===== src/rtl/gated_bcd_tally_pkg.sv =====
// Shared constants and types for the gated decimal tally.
// Assumes 4-bit BCD digits; the digit limit is the last legal value.
package gated_bcd_tally_pkg;
    localparam int DIGIT_W = 4;
    localparam logic [DIGIT_W-1:0] DIGIT_LAST = 4'd9;
    typedef logic [DIGIT_W-1:0] bcd_digit_t;
endpackage


===== src/rtl/tally_gate_qual.sv =====
// Counting gate qualifier: combines run/stop, optional external gate and
// reset into the open indication and the per-cycle count strobe.
// Assumes all inputs are synchronous to the system clock.
module tally_gate_qual (
    input  logic rst_n,
    input  logic run_en,
    input  logic ext_gate_lvl,
    input  logic ext_attached,
    input  logic event_stb,
    output logic gate_open,
    output logic count_fire
);
    logic ext_ok;

    // External gate only restricts counting when a source is attached.
    always_comb ext_ok = !ext_attached || ext_gate_lvl;

    // Gate opens when running, not in reset and the external gate allows it.
    always_comb gate_open = rst_n && run_en && ext_ok;

    // A strobe is counted only through an open gate.
    always_comb count_fire = gate_open && event_stb;
endmodule


===== src/rtl/tally_decade.sv =====
// One decimal digit of the tally: advances on inc_in, wraps 9 -> 0 and
// reports a carry in the same cycle so all digits update on one edge.
// Assumes synchronous active-low reset.
module tally_decade
    import gated_bcd_tally_pkg::*;
(
    input  logic       clk,
    input  logic       rst_n,
    input  logic       inc_in,
    output bcd_digit_t digit,
    output logic       carry_out
);
    logic at_last;

    // Detect the last legal decimal value.
    always_comb at_last = (digit == DIGIT_LAST);

    // Carry propagates combinationally when this digit wraps.
    always_comb carry_out = inc_in && at_last;

    // Digit register: clear on reset, step or wrap on increment.
    always_ff @(posedge clk) begin
        if (!rst_n) begin
            digit <= '0;
        end else if (inc_in) begin
            digit <= at_last ? '0 : bcd_digit_t'(digit + 1'b1);
        end
    end
endmodule


===== src/rtl/tally_overflow.sv =====
// Overflow tracking: sticky flag set on the first top-digit wrap and a
// one-clock pulse registered on every wrap. Synchronous active-low reset.
module tally_overflow (
    input  logic clk,
    input  logic rst_n,
    input  logic top_wrap,
    output logic ovf_flag,
    output logic ovf_pulse
);
    // Sticky flag: set by any wrap, cleared only by reset.
    always_ff @(posedge clk) begin
        if (!rst_n) begin
            ovf_flag <= 1'b0;
        end else if (top_wrap) begin
            ovf_flag <= 1'b1;
        end
    end

    // Pulse register: mirrors each wrap for exactly one cycle.
    always_ff @(posedge clk) begin
        if (!rst_n) begin
            ovf_pulse <= 1'b0;
        end else begin
            ovf_pulse <= top_wrap;
        end
    end
endmodule


===== src/rtl/gated_bcd_tally.sv =====
// Gated decimal event tally: NUM_DECADES BCD digits with a synchronous
// carry chain, a three-source counting gate and overflow reporting.
// Assumes one-cycle event strobes synchronous to clk and a synchronous
// active-low reset.
module gated_bcd_tally
    import gated_bcd_tally_pkg::*;
#(
    parameter int NUM_DECADES = 6
) (
    input  logic                         clk,
    input  logic                         rst_n,
    input  logic                         event_stb,
    input  logic                         run_en,
    input  logic                         ext_gate_lvl,
    input  logic                         ext_attached,
    output logic [DIGIT_W*NUM_DECADES-1:0] bcd_value,
    output logic                         gate_open,
    output logic                         ovf_flag,
    output logic                         ovf_pulse
);
    localparam int VALUE_W = DIGIT_W * NUM_DECADES;

    logic                 count_fire;
    logic [NUM_DECADES:0] chain;

    tally_gate_qual u_gate (
        .rst_n        (rst_n),
        .run_en       (run_en),
        .ext_gate_lvl (ext_gate_lvl),
        .ext_attached (ext_attached),
        .event_stb    (event_stb),
        .gate_open    (gate_open),
        .count_fire   (count_fire)
    );

    // Chain entry: the qualified strobe feeds the least significant digit.
    always_comb chain[0] = count_fire;

    for (genvar d = 0; d < NUM_DECADES; d++) begin : g_decade
        bcd_digit_t dig;
        tally_decade u_dec (
            .clk       (clk),
            .rst_n     (rst_n),
            .inc_in    (chain[d]),
            .digit     (dig),
            .carry_out (chain[d+1])
        );
        // Place this digit into its nibble of the output value.
        always_comb bcd_value[d*DIGIT_W +: DIGIT_W] = dig;
    end

    tally_overflow u_ovf (
        .clk       (clk),
        .rst_n     (rst_n),
        .top_wrap  (chain[NUM_DECADES]),
        .ovf_flag  (ovf_flag),
        .ovf_pulse (ovf_pulse)
    );

    // Width guard kept local to the top.
    if (VALUE_W != $bits(bcd_value)) begin : g_bad_width
        initial $error("value width mismatch");
    end
endmodule


===== config.mk =====
export PLATFORM = sky130hd
export DESIGN_NAME = gated_bcd_tally
export DESIGN_NICKNAME = d
export VERILOG_FILES = /design/src/rtl/gated_bcd_tally_pkg.sv /design/src/rtl/tally_gate_qual.sv /design/src/rtl/tally_decade.sv /design/src/rtl/tally_overflow.sv /design/src/rtl/gated_bcd_tally.sv
export SDC_FILE = /design/constraint.sdc
export NUM_CORES = 1
export LEC_CHECK = 0
export ABC_CLOCK_PERIOD_IN_PS = 2120
export BUFFER_PORTS_ARGS = -buffer_cell sky130_fd_sc_hd__buf_2
export CAP_MARGIN = 20
export CORE_AREA = 10 10 66 68
export CTS_BUF_LIST = sky130_fd_sc_hd__clkbuf_2 sky130_fd_sc_hd__clkbuf_4 sky130_fd_sc_hd__clkbuf_8
export CTS_CLUSTER_DIAMETER = 30
export DETAILED_ROUTE_END_ITERATION = 10
export DIE_AREA = 0 0 76 78
export PLACE_DENSITY = 0.72
export SETUP_SLACK_MARGIN = 0.15
export SYNTH_ARGS = -nofsm -noshare
export SYNTH_HDL_FRONTEND = slang
export SYNTH_SLANG_ARGS = --single-unit

===== constraint.sdc =====
create_clock -name clk -period 2.12 [get_ports clk]
set_input_delay 0.212 -clock clk [delete_from_list [all_inputs] [get_ports clk]]
set_output_delay 0.212 -clock clk [all_outputs]
set_load 0.03 [all_outputs]

==> summary.md, run 1 <==
| Metric | Value |
|---|---|
| Status | `finished clean` |
| Max Freq | `532 MHz` |
| Detail Placement HPWL | `2580 um` |
| Vias | `1433` |
| GR Overflow Total | `0` |
| Hold_sp | `event_stb` |
| Async SR Flop Fraction | `0%` |
| Commonest cells in the netlist | `dfxtp_1, nand2_1, a21oi_1` |
| Tmin final | `between 1.5 and 2 ns` |
| Setup TNS | `0 ns` |
| Post-synth top flop | `dfxtp_1` |
| Yosys reg bits | `26` |
| Largest net degree at the start of global routing | `19` |
| I/O pins | `33` |
| Sinks on Clock Net | `26` |
| Final WL | `3480 um` |
| Worst hold path class | `input port to flip-flop` |
| Area contributors post-synth | `dfxtp_1, nand2_1, a21oi_1, nand2b_1, mux2i_1` |
| Die Wd | `around 76 um` |
| CTS tree | `built` |
| Vias in the first global route | `1354` |
| Unique cell type count in the Yosys netlist | `48` |
| Static leakage | `0.000678 uW` |
| Die height | `78 um` |
| Post-synth top area share | `35.6%` |
| CP arrival | `2.14 ns` |
| Non-filler cells, final | `260` |
| Seq/Total Area, Yosys | `35.6%` |
| Slowest-stage cell, CP | `or3b_4` |
| Inserted Clock Buffers | `3` |
| Largest area contributor in the netlist | `dfxtp_1` |
| WHS Path Cells | `4` |
| CP cell instances | `or3b_4 -> or3_4 -> nor4_1 -> mux2i_1` |
| Initial antenna violation count | `0` |
| DRT Pass-1 Iters | `4` |
| Delay-heaviest family, CP | `simple AND/OR/NAND/NOR gates` |
| Clock Skews | `about 0.0034 ns` |
| DRT iter0 DRCs | `99` |
| Max IR drop VDD | `approximately 260 uV` |
| Worst path required time | `2.38 ns` |
| H-tree levels | `1` |
| Cell with the most instances after synthesis | `dfxtp_1` |
| PwrDens | `449 nW/um^2` |
| Share of layout cells above drive strength 1 | `25.7%` |
| Synthesized area | `1460 sq um` |
| Unrepaired setup endpoints after global routing | `no` |
| Filler instances | `about 320` |
| Gr usage total | `11.6%` |
| Placed insts | `256` |
| Slew @ Worst Pin | `0.444 ns` |
| Syn Inst Count | `approximately 180` |
| Cells on worst reg2reg path | `4` |
| Clock root buffer | `clkbuf_4` |
| Initial Util | `46.0%` |
| Final Setup Violations | `0` |
| Post-route ant nets | `0` |
| Post-Syn Nets | `183` |
| DRC viols | `0` |
| GPL Wtd Cong | `slightly above 0.8` |
| Total stage count of the critical path | `4` |
| Worst relative slew slack | `70.0%` |
| Buf/Inv on CP | `0` |
| Final hold violation count | `0` |
| Endpoint class of the critical path | `flip-flop` |
| CP Launch Type | `flip-flop` |
| WL/cell | `~13 um` |
| Placement row count | `21` |
| Max FO, Critical Path | `9` |
| Max-slew violations | `0` |
| DIE AREA | `5930 sq um` |
| Worst r2r src | `g_decade[2].u_dec.digit[1]` |
| Core box area | `3180 sq um` |
| Nets | `about 220` |
| Slowest stage delay, CP | `0.46 ns` |
| ANT cells | `0` |
| Yosys warns | `0` |
| Deepest clock path buffer count | `2` |
| # hold bufs at CTS | `0` |
| Crit Path Category | `flip-flop to flip-flop` |
| EDFF count, synth | `0` |
| Clk_lat worst skew | `0.32 ns` |
| MaxCap Viol Count | `0` |
| Syn-to-layout area delta | `20.5%` |
| Synth Area per Inst | `8.27 sq um` |
| Global-route wire length before repair | `~6100 um` |
| Final worst path period share | `between 80% and 90%` |
| Vias per cell | `between 5 and 6` |
| Critical Path Source | `g_decade[2].u_dec.digit[1]` |
| Port bufs | `32` |
| CTS clk-pin slew, worst paths | `roughly 0.15 ns` |
## flip-flops by register name, summed over array words and instances, names as in the netlist
register / flops
u_ovf.ovf_flag: 1
u_ovf.ovf_pulse: 1
g_decade.u_dec.digit: 24
## final timing paths
path                                end  slack (ns)
max reg2reg  g_decade[4].u_dec.digit[2]        0.24
max          g_decade[4].u_dec.digit[2]        0.24
min reg2reg              u_ovf.ovf_flag        0.48
min          g_decade[0].u_dec.digit[0]        0.23
## tightest hold or removal path: stages
cell and delay, ns:
buf_2 0.10, inv_1 0.06, or4_1 0.10, a21oi_1 0.05
## cell families (layout without fill, tap and decap cells)
| logic type | Yosys count | after routing | share of synthesized area [%] |
|---|---|---|---|
| AND/OR/NAND/NOR | 88 | 88 | 38.5 |
| flip-flops | 26 | 26 | 35.6 |
| buffers and inverters | 18 | 55 | 5.13 |
| multiplexers | 5 | 5 | 3.42 |
| AO/OA/AOI/OAI | 39 | 39 | 16.8 |
| XOR/XNOR | 1 | 1 | 0.598 |
## metal layers
layer / global-route usage, % / share of wire [%] / vias up
met4: 2.84 / 0.35 / 0
met1: 14.3 / 47 / 669
met5: 0 / 0 / -
li1: - / - / 731
met3: 3.23 / 4.6 / 2
met2: 19.6 / 47 / 31
## placed cells by master (no fill, tap or decap), types with 2 or more instances in the layout
cell / count
nor2b_1: 5
and2_1: 2
nor2_1: 5
nand4_1: 4
a21oi_1: 14
nand3_1: 7
nor4_1: 6
or3_1: 5
o21ai_0: 8
nor3_1: 3
mux2i_1: 5
or4_1: 3
nand2b_1: 10
nand2_1: 20
dfxtp_1: 25
buf_2: 32
buf_4: 10
a31oi_1: 3
clkbuf_4: 3
nand4b_1: 2
nor4bb_1: 2
o31ai_1: 4
inv_1: 8
## final cells by class
| cell class | instances | area [sq um] | area share (%) |
|---|---|---|---|
| repair buffers | 42 | 235 | 13.3 |
| clock buffers | 4 | 36.3 | 2.06 |
| well taps | 46 | 57.6 | 3.26 |
| flip-flops and latches | 26 | 522 | 29.6 |
| inverters | 9 | 33.8 | 1.91 |
| multi-input cells | 133 | 880 | 49.9 |
## where the power goes
group,total (uW),internal [uW],switching (uW)
clock,260,105,155
sequential,491,490,0.997
combinational,42.2,14.0,28.2
total,793,609,184
## what timing repair did
item                                   in CTS  in global routing
setup endpoints to repair                   2                  2
endpoints found under the hold margin       0                  0
gates resized for setup                     1                  2
setup buffers                               0                  0
## per-stage QoR
step	hold slack (ns)	utilization [%]	instance area (sq um)	setup slack (ns)	total power (uW)
4_1_cts	0.235	55.3	1760	0.228	797
5_1_grt	0.275	55.5	1760	0.158	821
2_1_floorplan	0.453	-	1470	0.153	527
6_report	0.233	55.5	1760	0.240	793
3_5_place_dp	0.451	54.0	1720	0.171	543
3_3_place_gp	0.444	54.0	1720	0.196	543
Note: power is estimated with default switching activity, not from simulation.
==> run 2, diff against run 1 <==
--- a/config.mk
+++ b/config.mk
@@ -5,15 +5,16 @@
 export SDC_FILE = /design/constraint.sdc
 export NUM_CORES = 1
 export LEC_CHECK = 0
+export ABC_AREA = 1
 export ABC_CLOCK_PERIOD_IN_PS = 2120
 export BUFFER_PORTS_ARGS = -buffer_cell sky130_fd_sc_hd__buf_2
 export CAP_MARGIN = 20
-export CORE_AREA = 10 10 66 68
+export CORE_AREA = 10 10 64 66
 export CTS_BUF_LIST = sky130_fd_sc_hd__clkbuf_2 sky130_fd_sc_hd__clkbuf_4 sky130_fd_sc_hd__clkbuf_8
 export CTS_CLUSTER_DIAMETER = 30
 export DETAILED_ROUTE_END_ITERATION = 10
-export DIE_AREA = 0 0 76 78
-export PLACE_DENSITY = 0.72
+export DIE_AREA = 0 0 74 76
+export PLACE_DENSITY = 0.73
 export SETUP_SLACK_MARGIN = 0.15
 export SYNTH_ARGS = -nofsm -noshare
 export SYNTH_HDL_FRONTEND = slang
==> summary.md, run 2 <==
| Metric | Value |
|---|---|
| Syn-to-layout area delta | `16.9%` |
| Initial antenna violation count | `0 (unchanged)` |
| Buf/Inv on CP | `1 (+1)` |
| Reg-to-reg critical path endpoint | `g_decade[5].u_dec.digit[2]` |
| Slowest stage delay, CP | `0.38 ns (-0.08 ns)` |
| GR Overflow Total | `0 (unchanged)` |
| Post-synth top flop | `dfxtp_1` |
| Gr usage total | `10.7% (-0.99 points)` |
| Placement row count | `20 (-4.8%)` |
| Crit Path Category | `flip-flop to flip-flop` |
| DRT Pass-1 Iters | `4 (unchanged)` |
| Sinks on Clock Net | `26 (unchanged)` |
| # hold bufs at CTS | `0 (unchanged)` |
| Largest net degree at the start of global routing | `19 (unchanged)` |
| Area contributors post-synth | `dfxtp_1, nand2_1, inv_1, a21oi_1, nor2_1` |
| Final hold violation count | `0 (unchanged)` |
| DRC viols | `0 (unchanged)` |
| Setup TNS | `0 ns (unchanged)` |
| Vias | `1261 (-12%)` |
| Unrepaired setup endpoints after global routing | `no` |
| Status | `finished clean` |
| Slowest-stage cell, CP | `dfxtp_1` |
| Worst hold path class | `input port to flip-flop` |
| Final Setup Violations | `0 (unchanged)` |
| Max FO, Critical Path | `8 (-1)` |
| Vias per cell | `4.87 (-12%)` |
| Most common cell after layout, fill and taps aside | `nand2_1` |
| Static leakage | `0.000744 uW (+9.8%)` |
| Most frequent cells in the layout | `nand2_1, buf_2, inv_1` |
| Non-filler cells, final | `259 (-0.38%)` |
| Port bufs | `32 (unchanged)` |
| Detail Placement HPWL | `2360 um (-8.5%)` |
| Initial Util | `47.0% (+0.96 points)` |
| CTS tree | `built` |
| Syn Inst Count | `191 (+7.9%)` |
| Worst path required time | `2.38 ns (about the same)` |
| Post-synth top area share | `37.8% (+2.3 points)` |
| Max Freq | `690 MHz (+30%)` |
| WL/cell | `11.4 um (-15%)` |
| CTS clk-pin slew, worst paths | `0.15 ns (about the same)` |
| Yosys warns | `0 (unchanged)` |
| Global-route wire length before repair | `5040 um (-17%)` |
| Die height | `76 um (-2.6%)` |
| Async SR Flop Fraction | `0% (unchanged)` |
| Deepest clock path buffer count | `2 (unchanged)` |
| MaxCap Viol Count | `0 (unchanged)` |
| Post-route ant nets | `0 (unchanged)` |
| Filler instances | `300 (-6.5%)` |
| Synthesized area | `1380 sq um (-6.0%)` |
| Inserted Clock Buffers | `3 (unchanged)` |
| Final worst path period share | `68.4% (-20 points)` |
| DIE AREA | `5620 sq um (-5.1%)` |
| Cell with the most instances after synthesis | `nand2_1` |
| Post-layout util | `55.0% (-0.53 points)` |
| CP arrival | `1.71 ns (-0.43 ns)` |
| Placed insts | `255 (-0.39%)` |
| CP cell instances | `inv_1 -> nand2_1 -> nor2_2 -> nand4_4 -> nor2_4 -> nand3_1 -> a21oi_1` |
| Regs by FF count | `g_decade.u_dec.digit: 24 flops, u_ovf.ovf_flag: 1 flops, u_ovf.ovf_pulse: 1 flops` |
| Synth Area per Inst | `7.21 sq um (-13%)` |
| Core box area | `2930 sq um (-7.9%)` |
| GPL Wtd Cong | `0.789 (-2.3%)` |
| Clk_lat worst skew | `0.32 ns (about the same)` |
| I/O pins | `33 (unchanged)` |
| Largest area contributor in the netlist | `dfxtp_1` |
| Share of layout cells above drive strength 1 | `25.7% (-0.037 points)` |
| Hold_sp | `event_stb` |
| Worst relative slew slack | `70.8% (+0.77 points)` |
| Reg-to-reg setup timing slack | `0.67 ns (+0.43 ns)` |
| Max IR drop VDD | `385 uV (+47%)` |
| Final WL | `2950 um (-15%)` |
| Final worst slack | `0.671 ns (+0.431 ns)` |
| CP Launch Type | `flip-flop` |
| # Post-CTS Setup Buffers | `0 (unchanged)` |
| Clock root buffer | `clkbuf_4` |
| DRT iter0 DRCs | `76 (-23%)` |
| Die Wd | `74 um (-2.6%)` |
| Hold path endpoint | `g_decade[0].u_dec.digit[0]` |
| Max-slew violations | `0 (unchanged)` |
| WHS Path Cells | `3 (-1)` |
| EDFF count, synth | `0 (unchanged)` |
| Tmin final | `1.45 ns (-0.431 ns)` |
| Delay-heaviest family, CP | `simple AND/OR/NAND/NOR gates` |
| Slew @ Worst Pin | `0.437 ns (-0.00704 ns)` |
| Cells on worst reg2reg path | `7 (+3)` |
| Post-Syn Nets | `197 (+7.7%)` |
| ANT cells | `0 (unchanged)` |
| H-tree levels | `1 (unchanged)` |
| PwrDens | `489 nW/um^2 (+8.9%)` |
| Clock Skews | `0.0106 ns (+0.00717 ns)` |
| Vias in the first global route | `1191 (-12%)` |
| Unique cell type count in the Yosys netlist | `29 (-40%)` |
| Dpl ws | `0.703 ns (+0.532 ns)` |
| Worst r2r src | `g_decade[1].u_dec.digit[1]` |
| Endpoint class of the critical path | `flip-flop` |
| Seq/Total Area, Yosys | `37.8% (+2.3 points)` |
| Number of flip-flops in the largest register | `24 (unchanged)` |
| Register with the most flip-flops | `g_decade.u_dec.digit` |
| Yosys reg bits | `26 (unchanged)` |
| PostCTS Resize Cnt | `0 (-1)` |
| Commonest cells in the netlist | `nand2_1, inv_1, dfxtp_1` |
| Critical Path Source | `g_decade[1].u_dec.digit[1]` |
| Nets | `233 (+5.4%)` |
run 2: metal layers:
metal / vias to the layer above / global-route usage [%] / wire length, um
met2: 23 / 16.8 / 1350
met5: - / 0 / 0
met4: 0 / 3.36 / 26
li1: 675 / - / -
met3: 4 / 2.99 / 181
met1: 559 / 13.4 / 1400
run 2: cells by family after synthesis:
group	Yosys count	synth area share, %
XOR/XNOR	4	2.55
AO/OA/AOI/OAI	28	10.7
AND/OR/NAND/NOR	97	38.6
buffers and inverters	36	10.3
flip-flops	26	37.8
run 2: worst register-to-register path: stages, from the launching register on:
cell and delay [ns]:
dfxtp_1 0.38, inv_1 0.08, nand2_1 0.07, nor2_2 0.23
nand4_4 0.19, nor2_4 0.19, nand3_1 0.09, a21oi_1 0.15
run 2: area by class of cell:
type                            count  area, sq um  share of cell area (%)
Clock buffer                        4         36.3                    2.26
Tap cell                           33         41.3                    2.57
Sequential cell                    26          520                    32.3
Timing Repair Buffer               33          168                    10.4
Inverter                           34          129                    8.01
Multi-Input combinational cell    129          714                    44.4
run 2: worst max-delay path by stage:
| stage | end | slack [ns] | cells past startpoint |
|---|---|---|---|
| finish | g_decade[5].u_dec.digit[2] | 0.67 | 7 |
| global route | g_decade[5].u_dec.digit[1] | 0.50 | 6 |
| CTS | g_decade[5].u_dec.digit[3] | 0.67 | 8 |
| detailed placement | g_decade[5].u_dec.digit[3] | 0.70 | 7 |
| global placement | g_decade[5].u_dec.digit[3] | 0.70 | 7 |
| floorplan | g_decade[3].u_dec.digit[2] | 0.62 | 6 |
run 2: per-stage QoR:
stage / hold WS [ns] / total power, uW / cell area, sq um
after floorplan: 0.445 / 532 / 1380
after CTS: 0.244 / 791 / 1610
after detailed placement: 0.446 / 545 / 1570
after global routing: 0.260 / 815 / 1610
after global placement: 0.435 / 544 / 1570
final: 0.243 / 788 / 1610
run 2: power by group:
part / leakage (uW) / total, uW / internal, uW / switching, uW
Combinational: 0.000513 / 42.3 / 13.2 / 29.1
Sequential: 0.000209 / 491 / 490 / 1.38
Clock: 0.0000210 / 254 / 105 / 149
Total: 0.000744 / 788 / 608 / 179
==> run 3, diff against run 2 <==
--- a/config.mk
+++ b/config.mk
@@ -6,7 +6,7 @@
 export NUM_CORES = 1
 export LEC_CHECK = 0
 export ABC_AREA = 1
-export ABC_CLOCK_PERIOD_IN_PS = 2120
+export ABC_CLOCK_PERIOD_IN_PS = 1300
 export BUFFER_PORTS_ARGS = -buffer_cell sky130_fd_sc_hd__buf_2
 export CAP_MARGIN = 20
 export CORE_AREA = 10 10 64 66
@@ -14,7 +14,7 @@
 export CTS_CLUSTER_DIAMETER = 30
 export DETAILED_ROUTE_END_ITERATION = 10
 export DIE_AREA = 0 0 74 76
-export PLACE_DENSITY = 0.73
+export PLACE_DENSITY = 0.76
 export SETUP_SLACK_MARGIN = 0.15
 export SYNTH_ARGS = -nofsm -noshare
 export SYNTH_HDL_FRONTEND = slang
==> constraint.sdc (replaced) <==
create_clock -name clk -period 1.3 [get_ports clk]
set_input_delay 0.13 -clock clk [delete_from_list [all_inputs] [get_ports clk]]
set_output_delay 0.13 -clock clk [all_outputs]
set_load 0.03 [all_outputs]
==> summary.md, run 3 (same netlist as run 2, synthesis figures left out) <==
| Metric | Value |
|---|---|
| Detail Placement HPWL | `2460 um (+4.1%)` |
| Regs by FF count | `g_decade.u_dec.digit: 24 flops, u_ovf.ovf_flag: 1 flops, u_ovf.ovf_pulse: 1 flops` |
| Cells on worst reg2reg path | `8 (+1)` |
| CP cell instances | `inv_1 -> nand2_2 -> nor2_4 -> nand4_4 -> buf_6 -> buf_6 -> o21ai_1 -> a21oi_1` |
| Initial Util | `47.0% (unchanged)` |
| I/O pins | `33 (unchanged)` |
| Worst path most repeated cell | `buf_6` |
| Sinks on Clock Net | `26 (unchanged)` |
| Register with the most flip-flops | `g_decade.u_dec.digit` |
| GPL Wtd Cong | `0.774 (-1.9%)` |
| PwrDens | `581 nW/um^2 (+19%)` |
| DIE AREA | `5620 sq um (unchanged)` |
| Clock root buffer | `clkbuf_4` |
| Hold path endpoint | `g_decade[0].u_dec.digit[0]` |
| Static leakage | `0.000964 uW (+30%)` |
| Failing checks | `negative setup slack` |
| Critical Path Source | `g_decade[0].u_dec.digit[1]` |
| Worst relative slew slack | `79.4% (+8.6 points)` |
| Vias per cell | `5.05 (+3.6%)` |
| Slew @ Worst Pin | `0.308 ns (-0.128 ns)` |
| Dpl ws | `-0.0733 ns (-0.777 ns)` |
| Die Wd | `74 um (unchanged)` |
| Vias in the first global route | `1332 (+12%)` |
| Share of layout cells above drive strength 1 | `58.0% (+32 points)` |
| Initial antenna violation count | `0 (unchanged)` |
| Crit Path Category | `flip-flop to flip-flop` |
| Slowest stage delay, CP | `0.39 ns (about the same)` |
| Non-filler cells, final | `288 (+11%)` |
| Max FO, Critical Path | `5 (-3)` |
| Final Setup Violations | `14 (+14)` |
| Worst path required time | `1.52 ns (-0.86 ns)` |
| Reg-to-reg setup timing slack | `-0.08 ns (-0.75 ns)` |
| Port bufs | `32 (unchanged)` |
| Nets | `262 (+12%)` |
| Global-route wire length before repair | `5730 um (+14%)` |
| MaxCap Viol Count | `0 (unchanged)` |
| CP arrival | `1.60 ns (-0.11 ns)` |
| Post-route ant nets | `0 (unchanged)` |
| ANT cells | `0 (unchanged)` |
| Worst hold path class | `input port to flip-flop` |
| Inserted Clock Buffers | `3 (unchanged)` |
| Core box area | `2930 sq um (unchanged)` |
| Clock Skews | `0.00772 ns (-0.00284 ns)` |
| Max IR drop VDD | `580 uV (+51%)` |
| Placement row count | `20 (unchanged)` |
| WL/cell | `14.0 um (+23%)` |
| Final WL | `4040 um (+37%)` |
| Syn-to-layout area delta | `52.2%` |
| Worst r2r src | `g_decade[0].u_dec.digit[1]` |
| Endpoint class of the critical path | `flip-flop` |
| Deepest clock path buffer count | `2 (unchanged)` |
| CTS clk-pin slew, worst paths | `0.14 ns (about the same)` |
| GR Overflow Total | `0 (unchanged)` |
| Placed insts | `266 (+4.3%)` |
| Tmin final | `1.38 ns (-0.0698 ns)` |
| Max-slew violations | `0 (unchanged)` |
| WHS Path Cells | `4 (+1)` |
| Hold_sp | `event_stb` |
| DRC viols | `0 (unchanged)` |
| Reg-to-reg critical path endpoint | `g_decade[3].u_dec.digit[0]` |
| Final worst path period share | `106% (+38 points)` |
| Filler instances | `219 (-27%)` |
| Vias | `1453 (+15%)` |
| Final hold violation count | `0 (unchanged)` |
| Number of flip-flops in the largest register | `24 (unchanged)` |
| Max Freq | `725 MHz (+5.1%)` |
| Slowest-stage cell, CP | `dfxtp_4` |
| DRT iter0 DRCs | `98 (+29%)` |
| Most common cell after layout, fill and taps aside | `nand2_1` |
| H-tree levels | `1 (unchanged)` |
| # hold bufs at CTS | `0 (unchanged)` |
| Final worst slack | `-0.0795 ns (-0.750 ns)` |
| Post-layout util | `71.5% (+17 points)` |
| DRT Pass-1 Iters | `4 (unchanged)` |
| CTS tree | `built` |
| Clk_lat worst skew | `0.32 ns (about the same)` |
| Largest net degree at the start of global routing | `19 (unchanged)` |
| Die height | `76 um (unchanged)` |
| Unrepaired setup endpoints after global routing | `yes` |
| CP Launch Type | `flip-flop` |
| Gr usage total | `12.0% (+1.4 points)` |
| Most frequent cells in the layout | `nand2_1, buf_2, buf_4` |
| Status | `complete, but fails checks` |
## run 3: changes by cell type in the layout (fill, tap and decap cells not counted), sizes merged
cell / delta
clkbuf: -1
buf: +29
clkinv: +1
## run 3: layout make-up
type	count	area (sq um)	share of cell area [%]
Multi-Input combinational cell	129	858	41.0
Timing Repair Buffer	62	448	21.4
Clock buffer	3	22.5	1.08
Inverter	34	139	6.63
Clock inverter	1	3.75	0.179
Tap cell	33	41.3	1.97
Sequential cell	26	582	27.8
## run 3: worst max path at each step
stage,end,slack [ns],cells after the start
6_report,g_decade[3].u_dec.digit[0],-0.08,8
5_1_grt,g_decade[5].u_dec.digit[3],-0.17,8
4_1_cts,g_decade[5].u_dec.digit[3],-0.07,8
3_5_place_dp,g_decade[5].u_dec.digit[2],-0.07,7
3_3_place_gp,g_decade[5].u_dec.digit[1],-0.05,7
2_1_floorplan,g_decade[5].u_dec.digit[3],-0.002,7
## run 3: stage by stage
stage / power (uW) / hold slack, ns / cell area (sq um) / TNS [ns]
CTS: 1210 / 0.256 / 1940 / -0.296
detailed placement: 872 / 0.457 / 1750 / -0.468
finish: 1220 / 0.267 / 2090 / -0.546
global placement: 871 / 0.438 / 1750 / -0.270
floorplan: 848 / 0.353 / 1470 / -0.00248
global route: 1270 / 0.261 / 2090 / -1.97
## run 3: metal layers
layer / up-vias / GRT usage, % / wire length, um
li1: 740 / - / -
met1: 666 / 14.4 / 1670
met2: 38 / 20.3 / 2050
met3: 9 / 2.99 / 229
met4: 0 / 3.36 / 94
met5: - / 0 / 0
## run 3: critical path, delay by kind of cell (launching register included)
kind / cells / cell delay [ns]
buffers and inverters: 3 / 0.37
AND/OR/NAND/NOR: 3 / 0.36
flip-flops: 1 / 0.39
AO/OA/AOI/OAI: 2 / 0.16
## run 3: repair_timing
item / in CTS / in global routing
buffers inserted: 10 / 8
endpoints found under the setup margin: 23 / 33
gates resized for setup: 25 / 43
pin swaps: 21 / 15
## run 3: power by group
part | switching (uW) | internal (uW)
Sequential | 3.07 | 773
Combinational | 56.2 | 30.1
Clock | 242 | 113
